==> config.mk <==
export PLATFORM = sky130hd
export DESIGN_NAME = hb_gate_ctl
export DESIGN_NICKNAME = d
export VERILOG_FILES = /design/src/rtl/hb_pkg.sv /design/src/rtl/hb_sync.sv /design/src/rtl/hb_dead_timer.sv /design/src/rtl/hb_interlock.sv /design/src/rtl/hb_gate_ctl.sv
export SDC_FILE = /design/constraint.sdc
export NUM_CORES = 1
export LEC_CHECK = 0
export BUFFER_PORTS_ARGS = -buffer_cell sky130_fd_sc_hd__buf_4
export CORE_ASPECT_RATIO = 0.5
export CORE_MARGIN = 5
export CORE_UTILIZATION = 34
export CTS_BUF_LIST = sky130_fd_sc_hd__clkbuf_8 sky130_fd_sc_hd__clkbuf_16
export DETAILED_ROUTE_END_ITERATION = 10
export HOLD_SLACK_MARGIN = 0.05
export SLEW_MARGIN = 20
export SYNTH_ARGS = -nofsm -noshare
export SYNTH_HDL_FRONTEND = slang
export SYNTH_SLANG_ARGS = --single-unit
==> constraint.sdc <==
create_clock -name clk -period 2.3 [get_ports clk]
set_input_delay 0.46 -clock clk [delete_from_list [all_inputs] [get_ports clk]]
set_output_delay 0.46 -clock clk [all_outputs]
set_load 0.005 [all_outputs]
==> src/rtl/hb_pkg.sv <==
package hb_pkg;
  localparam int SIDE_LO = 0;
  localparam int SIDE_HI = 1;
  localparam int N_SIDES = 2;
  // Bit positions of the synchronized input bundle
  localparam int IN_CMD_LO  = 0;
  localparam int IN_CMD_HI  = 1;
  localparam int IN_UV_MAIN = 2;
  localparam int IN_UV_FLT  = 3;
  localparam int N_INPUTS   = 4;
endpackage

==> src/rtl/hb_sync.sv <==
module hb_sync #(
  parameter int WIDTH  = 4,
  parameter int STAGES = 2
) (
  input  logic             clk,
  input  logic             rst_n,
  input  logic [WIDTH-1:0] d,
  output logic [WIDTH-1:0] q
);
  logic [STAGES-1:0][WIDTH-1:0] pipe_q, pipe_d;

  always_comb begin
    pipe_d = {pipe_q[STAGES-2:0], d};
  end

  always_ff @(posedge clk or negedge rst_n) begin
    if (!rst_n) pipe_q <= '0;
    else        pipe_q <= pipe_d;
  end

  assign q = pipe_q[STAGES-1];
endmodule

==> src/rtl/hb_dead_timer.sv <==
module hb_dead_timer #(
  parameter int DEAD_CYC = 32
) (
  input  logic clk,
  input  logic rst_n,
  input  logic gate_now,
  input  logic gate_nxt,
  output logic expired
);
  localparam int CW = $clog2(DEAD_CYC + 1);
  localparam logic [CW-1:0] LIMIT = CW'(DEAD_CYC);
  localparam logic [CW-1:0] ONE   = CW'(1);

  logic [CW-1:0] cnt_q, cnt_d;
  logic          cnt_en;
  logic          fall;

  always_comb begin
    fall   = gate_now & ~gate_nxt;
    cnt_en = fall | (cnt_q != LIMIT);
    cnt_d  = fall ? ONE : cnt_q + ONE;
  end

  // Reset preloads the counter as expired
  always_ff @(posedge clk or negedge rst_n) begin
    if (!rst_n)      cnt_q <= LIMIT;
    else if (cnt_en) cnt_q <= cnt_d;
  end

  assign expired = (cnt_q == LIMIT);
endmodule

==> src/rtl/hb_interlock.sv <==
module hb_interlock
  import hb_pkg::*;
(
  input  logic [N_SIDES-1:0] cmd_s,
  input  logic               uv_main_s,
  input  logic               uv_flt_s,
  input  logic [N_SIDES-1:0] gate_q,
  input  logic [N_SIDES-1:0] expired,
  output logic [N_SIDES-1:0] gate_d
);
  for (genvar s = 0; s < N_SIDES; s++) begin : g_side
    localparam int PEER = N_SIDES - 1 - s;
    logic want, uv_block;
    always_comb begin
      uv_block  = uv_main_s | ((s == SIDE_HI) ? uv_flt_s : 1'b0);
      want      = cmd_s[s] & ~cmd_s[PEER] & ~uv_block;
      gate_d[s] = want & ~gate_q[PEER] & expired[PEER];
    end
  end
endmodule

==> src/rtl/hb_gate_ctl.sv <==
module hb_gate_ctl
  import hb_pkg::*;
#(
  parameter int DEAD_CYC    = 32,
  parameter int SYNC_STAGES = 2
) (
  input  logic clk,
  input  logic rst_n,
  input  logic cmd_lo,
  input  logic cmd_hi,
  input  logic uvlo_main,
  input  logic uvlo_float,
  output logic gate_lo,
  output logic gate_hi
);
  logic [N_INPUTS-1:0] raw_in, sync_in;
  logic [N_SIDES-1:0]  cmd_s;
  logic [N_SIDES-1:0]  gate_q, gate_d, expired;

  always_comb begin
    raw_in             = '0;
    raw_in[IN_CMD_LO]  = cmd_lo;
    raw_in[IN_CMD_HI]  = cmd_hi;
    raw_in[IN_UV_MAIN] = uvlo_main;
    raw_in[IN_UV_FLT]  = uvlo_float;
    cmd_s[SIDE_LO]     = sync_in[IN_CMD_LO];
    cmd_s[SIDE_HI]     = sync_in[IN_CMD_HI];
  end

  hb_sync #(.WIDTH(N_INPUTS), .STAGES(SYNC_STAGES)) u_sync (
    .clk(clk), .rst_n(rst_n), .d(raw_in), .q(sync_in)
  );

  hb_interlock u_ilk (
    .cmd_s(cmd_s), .uv_main_s(sync_in[IN_UV_MAIN]), .uv_flt_s(sync_in[IN_UV_FLT]),
    .gate_q(gate_q), .expired(expired), .gate_d(gate_d)
  );

  for (genvar s = 0; s < N_SIDES; s++) begin : g_timer
    hb_dead_timer #(.DEAD_CYC(DEAD_CYC)) u_tmr (
      .clk(clk), .rst_n(rst_n), .gate_now(gate_q[s]), .gate_nxt(gate_d[s]),
      .expired(expired[s])
    );
  end

  always_ff @(posedge clk or negedge rst_n) begin
    if (!rst_n) gate_q <= '0;
    else        gate_q <= gate_d;
  end

  assign gate_lo = gate_q[SIDE_LO];
  assign gate_hi = gate_q[SIDE_HI];
endmodule

-- Yosys cells after proc, flatten, opt, wreduce, memory -nomap -nowiden
Index checks and enable logic that the tools add are counted.
- register bits after elaboration: 22
- input port bits: 6
- output and inout bits: 2
- word-level logic and storage cells: 34
- $add $sub $neg: 2
- equality and inequality tests: 4
- multiplexer cells: 2
- bitwise operators: 21
- operators with widths (kind ; number):
    $add 6x1->6 const B ; 2
    $eq 6x6->1 const B ; 2
    $mux 6 ; 2
    $ne 6x6->1 const B ; 2
    $and 1x1->1 ; 10
    $not 1->1 ; 8
    $or 1x1->1 ; 3

-- Longest topological paths before layout
- depth in word-level cells: 8
- mapped depth: 5
- depth with buffers taken out: 5

-- Cells and area by module
From an unflattened synthesis, not the netlist that was laid out.
- cells, all modules: 86
- area total of the unflattened synthesis: 960.9 um^2
- modules (own cells, without submodules) (module ; instances ; cells an instance ; area an instance (um^2)):
    hb_dead_timer ; 2 ; 36 ; 337.8
    hb_sync ; 1 ; 8 ; 200.2
    hb_gate_ctl ; 1 ; 2 ; 50.0
    hb_interlock ; 1 ; 4 ; 35.0

-- Worst setup path before layout
OpenSTA, ideal clock, no wires.
- path kind: flip-flop to flip-flop
- from: reg g_timer[0].u_tmr.cnt_q[5]
- to: reg g_timer[1].u_tmr.cnt_q[0]
- setup time: 0.118 ns
- data arrival time: 1.582 ns
- slack: 0.600 ns
- stages on the path, launching flop included: 4
- buffers on the path: 0
- period minus slack after synthesis: 1.700 ns
- cells stage by stage: dfstp_2 > or4b_4 > o41a_1 > a21o_1
- cells in the longest elaborated chain, start to end: 5
- elaborated cells between the ends (all ways): 6
- ends and longest elaborated chain (item ; RTL line ; source):
    from (decl) ; hb_dead_timer.sv:14 ; logic [CW-1:0] cnt_q, cnt_d;
    from (signal assigned) ; hb_dead_timer.sv:27 ; else if (cnt_en) cnt_q <= cnt_d;
    $eq 6x6->1 (*) ; hb_dead_timer.sv:30 ; assign expired = (cnt_q == LIMIT);
    $and 1x1->1 (*) ; hb_interlock.sv:17 ; gate_d[s] = want & ~gate_q[PEER] & expired[PEER];
    $not 1->1 (*) ; hb_dead_timer.sv:19 ; fall = gate_now & ~gate_nxt;
    $and 1x1->1 (*) ; hb_dead_timer.sv:19 ;
    $mux 6 or $or 1x1->1 (tied branches) ; hb_dead_timer.sv:21, hb_dead_timer.sv:20 ;
    to (signal assigned) ; hb_dead_timer.sv:27 ;
    to (decl) ; hb_dead_timer.sv:14 ;
Every way passes the cells marked *; elsewhere a longest branch is shown, timed or not.
A chain may end at the register's enable or synchronous reset.

-- Final worst setup path
Same ends and word-level chain as after synthesis.

==> results.cfg <==
[run_status]
run_status = finished, final reports clean

[pwr]
cellLeakagePower_nw = 0.472
power.combinational.fraction_pct = 31.1
total_power_density_per_cell_area_nw_per_um2 = 1160
sw_ratio_pct = 35.0
power.clock.fraction_pct = 17.6
p_switching_mw = 0.436
power.internal_mw = 0.812
seqPwrFrac_pct = 51.3
vdd.ir_drop.worst_v = 0.000410

[yosys]
yosys.area.top_type_share_pct = 53.1
ys_seq_area_share_pct = 58.6
ys_seq_elements = 22
netlist_instances = 83
synth_area_um2 = 943
yosys_warnings = 0
synth_ff_type = sky130_fd_sc_hd__dfrtp_1
synth_area_per_cell_um2 = 11.4
synth_top_cells_by_count = sky130_fd_sc_hd__dfrtp_1 (20), sky130_fd_sc_hd__nand3_1 (9), sky130_fd_sc_hd__a21oi_1 (7), sky130_fd_sc_hd__inv_1 (7), sky130_fd_sc_hd__o21ai_0 (5)
yosysTopAreaCell = sky130_fd_sc_hd__dfrtp_1
synth.distinct_cells = 26
yosysMostFrequentCell = sky130_fd_sc_hd__dfrtp_1
synthArstFlopShare_pct = 100
ys_top_cells_by_area = sky130_fd_sc_hd__dfrtp_1 (53%), sky130_fd_sc_hd__dfstp_2 (5.6%), sky130_fd_sc_hd__ha_1 (5.3%)
synth_enable_flop_cells = 0
synth_fp_nets = 93

[sta]
max_slew.worst_pin.slew_ns = 0.497
final_max_slew_violation_count = 0
setup_total_negative_slack_ns = 0
timing_hold_violations_final = 0
unrepaired_setup_endpoints_after_global_routing = false
fin_worst_skew_ns = 0.00523
fmax_ghz = 0.546
timing.final.crit_period_ns = 1.83
timing.max_slew.rel_slack_pct = 66.4
final_setup_vio_count = 0
post-route-period-util_pct = 79.7

[floorplan]
floorplan_die_area_um2 = 3990
initial_core_util_pct = 36.0
placeableCoreArea_um2 = 2620
floorplan.die.width_um = 84.5
die_height_um = 47.2
floorplan.rows = 13
ioPinCount = 8

[route]
routed_wl_um = 1480
detail_route.vias_per_cell = 4.78
detailroute.via_count = 616
drtAntennaViolNets = 0
routedWlPerCell_um = 11.5
drt_drc_violations_left = 0
initialDrtViolationCount = 13
drt_pass1_iterations = 4

[clocking]
postCtsHoldBufs = 0
clk_transition_reported_paths_ns = 0.07
post_cts_resize_count = 0
clock_buffer_count_from_cts = 3
worstSkewPairLatency_ns = 0.25
cts_root_buffer = sky130_fd_sc_hd__clkbuf_8
h-tree-depth = 1
cts_tree = done
clkSinkCount = 22
cts_buffer_depth = 2
number_of_post_cts_setup_repair_buffers = 0

[worst_setup_path]
slowest_stage_delay_on_critical_path_ns = 0.54
worst_r2r_path_depth = 3
cp-start-kind = flop
worst-endpoint-required_ns = 2.44
endpoint = g_timer[1].u_tmr.cnt_q[0]
critPathCaptureType = flop
crit_type = flop to flop
regToRegEndpoint = g_timer[1].u_tmr.cnt_q[0]
crit_path_max_fanout = 6
cpLargestDelayFamily = compound AO/OA/AOI/OAI gates
worst_setup_path_startpoint = g_timer[0].u_tmr.cnt_q[5]
critical_path_cell_count = 3
worst_path_cell_with_the_longest_stage_delay = sky130_fd_sc_hd__dfstp_2
path_cells = or4b_4 > o41a_1 > a21o_1
r2r_setup_slack_ns = 0.47
worstPathBufferInverterCount = 0
r2r-start = g_timer[0].u_tmr.cnt_q[5]
critPathArrivalTime_ns = 1.97

[worst_hold_path]
worstHoldPathType = input port to async pin

[global_route]
largest_net_degree_at_the_start_of_global_routing = 23
grt-ovfl-total = 0
grt_pass1_vias = 606
first_pass_grt_wire_length_um = 2630
grt.total_usage_pct = 8.64
grt_antenna_before_repair = 0

[place]
dpl.cell_count = 126
gp_congestion = 0.745
place_hpwl_um = 1100
numPortBuffers = 7

[cells_and_area]
num_antenna_cells = 0
finish.net_count = 104
final_cells = 129
drive_gt1_share_pct = 16.3
layout-area-overhead-vs-synth_pct = 14.5

[job]
maxCapViolCount = 0
-- cell usage in the layout, fill, tap and decap left out, types with 2 or more instances in the layout --
master	count
sky130_fd_sc_hd__buf_4	7
sky130_fd_sc_hd__nor3_1	2
sky130_fd_sc_hd__nor2_1	4
sky130_fd_sc_hd__dfrtp_1	20
sky130_fd_sc_hd__a21oi_1	7
sky130_fd_sc_hd__or3_1	2
sky130_fd_sc_hd__clkbuf_8	3
sky130_fd_sc_hd__dfstp_2	2
sky130_fd_sc_hd__nand3_1	9
sky130_fd_sc_hd__ha_1	4
sky130_fd_sc_hd__nand2_1	3
sky130_fd_sc_hd__o21ai_0	5
sky130_fd_sc_hd__xor2_1	4
sky130_fd_sc_hd__inv_1	7
-- sequential cells by signal, summed over array words and instances, names as in the netlist --
name                 count
g_timer.u_tmr.cnt_q     12
u_sync.pipe_d            4
u_sync.q                 4
gate_q                   2
-- through the flow --
step                cell area (um2)  hold slack (ns)  total power [mW]  worst slack [ns]  utilization, %
global placement               1040            0.331              1.04             0.487            39.7
CTS                            1080           0.0802              1.27             0.465            41.2
global route                   1080           0.0905              1.36             0.403            41.2
detailed placement             1040            0.336              1.04             0.480            39.7
finish                         1080           0.0791              1.25             0.468            41.2
floorplan                       943            0.164             0.930             0.600               -
-- worst min-delay path by stage --
| stage | slack, ns | start | end |
|---|---|---|---|
| 3_3_place_gp | 0.33 | u_sync.pipe_d[5] | u_sync.q[1] |
| 4_1_cts | 0.08 | rst_n | gate_q[0] |
| 2_1_floorplan | 0.16 | rst_n | g_timer[0].u_tmr.cnt_q[0] |
| 3_5_place_dp | 0.34 | u_sync.pipe_d[4] | u_sync.q[0] |
| 6_report | 0.08 | rst_n | g_timer[0].u_tmr.cnt_q[1] |
| 5_1_grt | 0.09 | rst_n | gate_q[0] |
-- logic make-up after synthesis --
group,count (synthesis),share of synthesized area [%]
simple gates,28,18.0
flops,22,58.6
compound gates,17,11.1
buf+inv,8,3.18
xor+xnor,4,3.71
fa+ha+maj,4,5.31
-- worst register-to-register path, cell delays in order (launching register included) --
cell	delay, ns
sky130_fd_sc_hd__dfstp_2	0.54
sky130_fd_sc_hd__or4b_4	0.50
sky130_fd_sc_hd__o41a_1	0.49
sky130_fd_sc_hd__a21o_1	0.19
-- layout make-up --
| type | count | area, um2 |
|---|---|---|
| Sequential cell | 22 | 553 |
| Fill cell | 254 | 1540 |
| Multi-Input combinational cell | 53 | 360 |
| Clock buffer | 3 | 41.3 |
| Tap cell | 37 | 46.3 |
| Inverter | 7 | 26.3 |
| Timing Repair Buffer | 7 | 52.6 |
-- layer usage --
| metal | routed length, um | share of wire, % | vias up | GRT usage (%) |
|---|---|---|---|---|
| li1 | - | - | 314 | - |
| met1 | 728 | 49 | 292 | 9.58 |
| met2 | 711 | 48 | 10 | 15.7 |
| met3 | 44 | 3.0 | 0 | 3.68 |
| met4 | 0 | 0 | 0 | 2.84 |
| met5 | 0 | 0 | - | 0 |
-- power groups by stage --
stage | sequential [mW] | combinational, mW | clock, mW
2_1_floorplan | 0.604 | 0.326 | 0
3_3_place_gp | 0.645 | 0.392 | 0
3_5_place_dp | 0.648 | 0.388 | 0
4_1_cts | 0.640 | 0.394 | 0.233
5_1_grt | 0.667 | 0.447 | 0.248
6_report | 0.640 | 0.389 | 0.220
(Power assumes the default switching activity.)
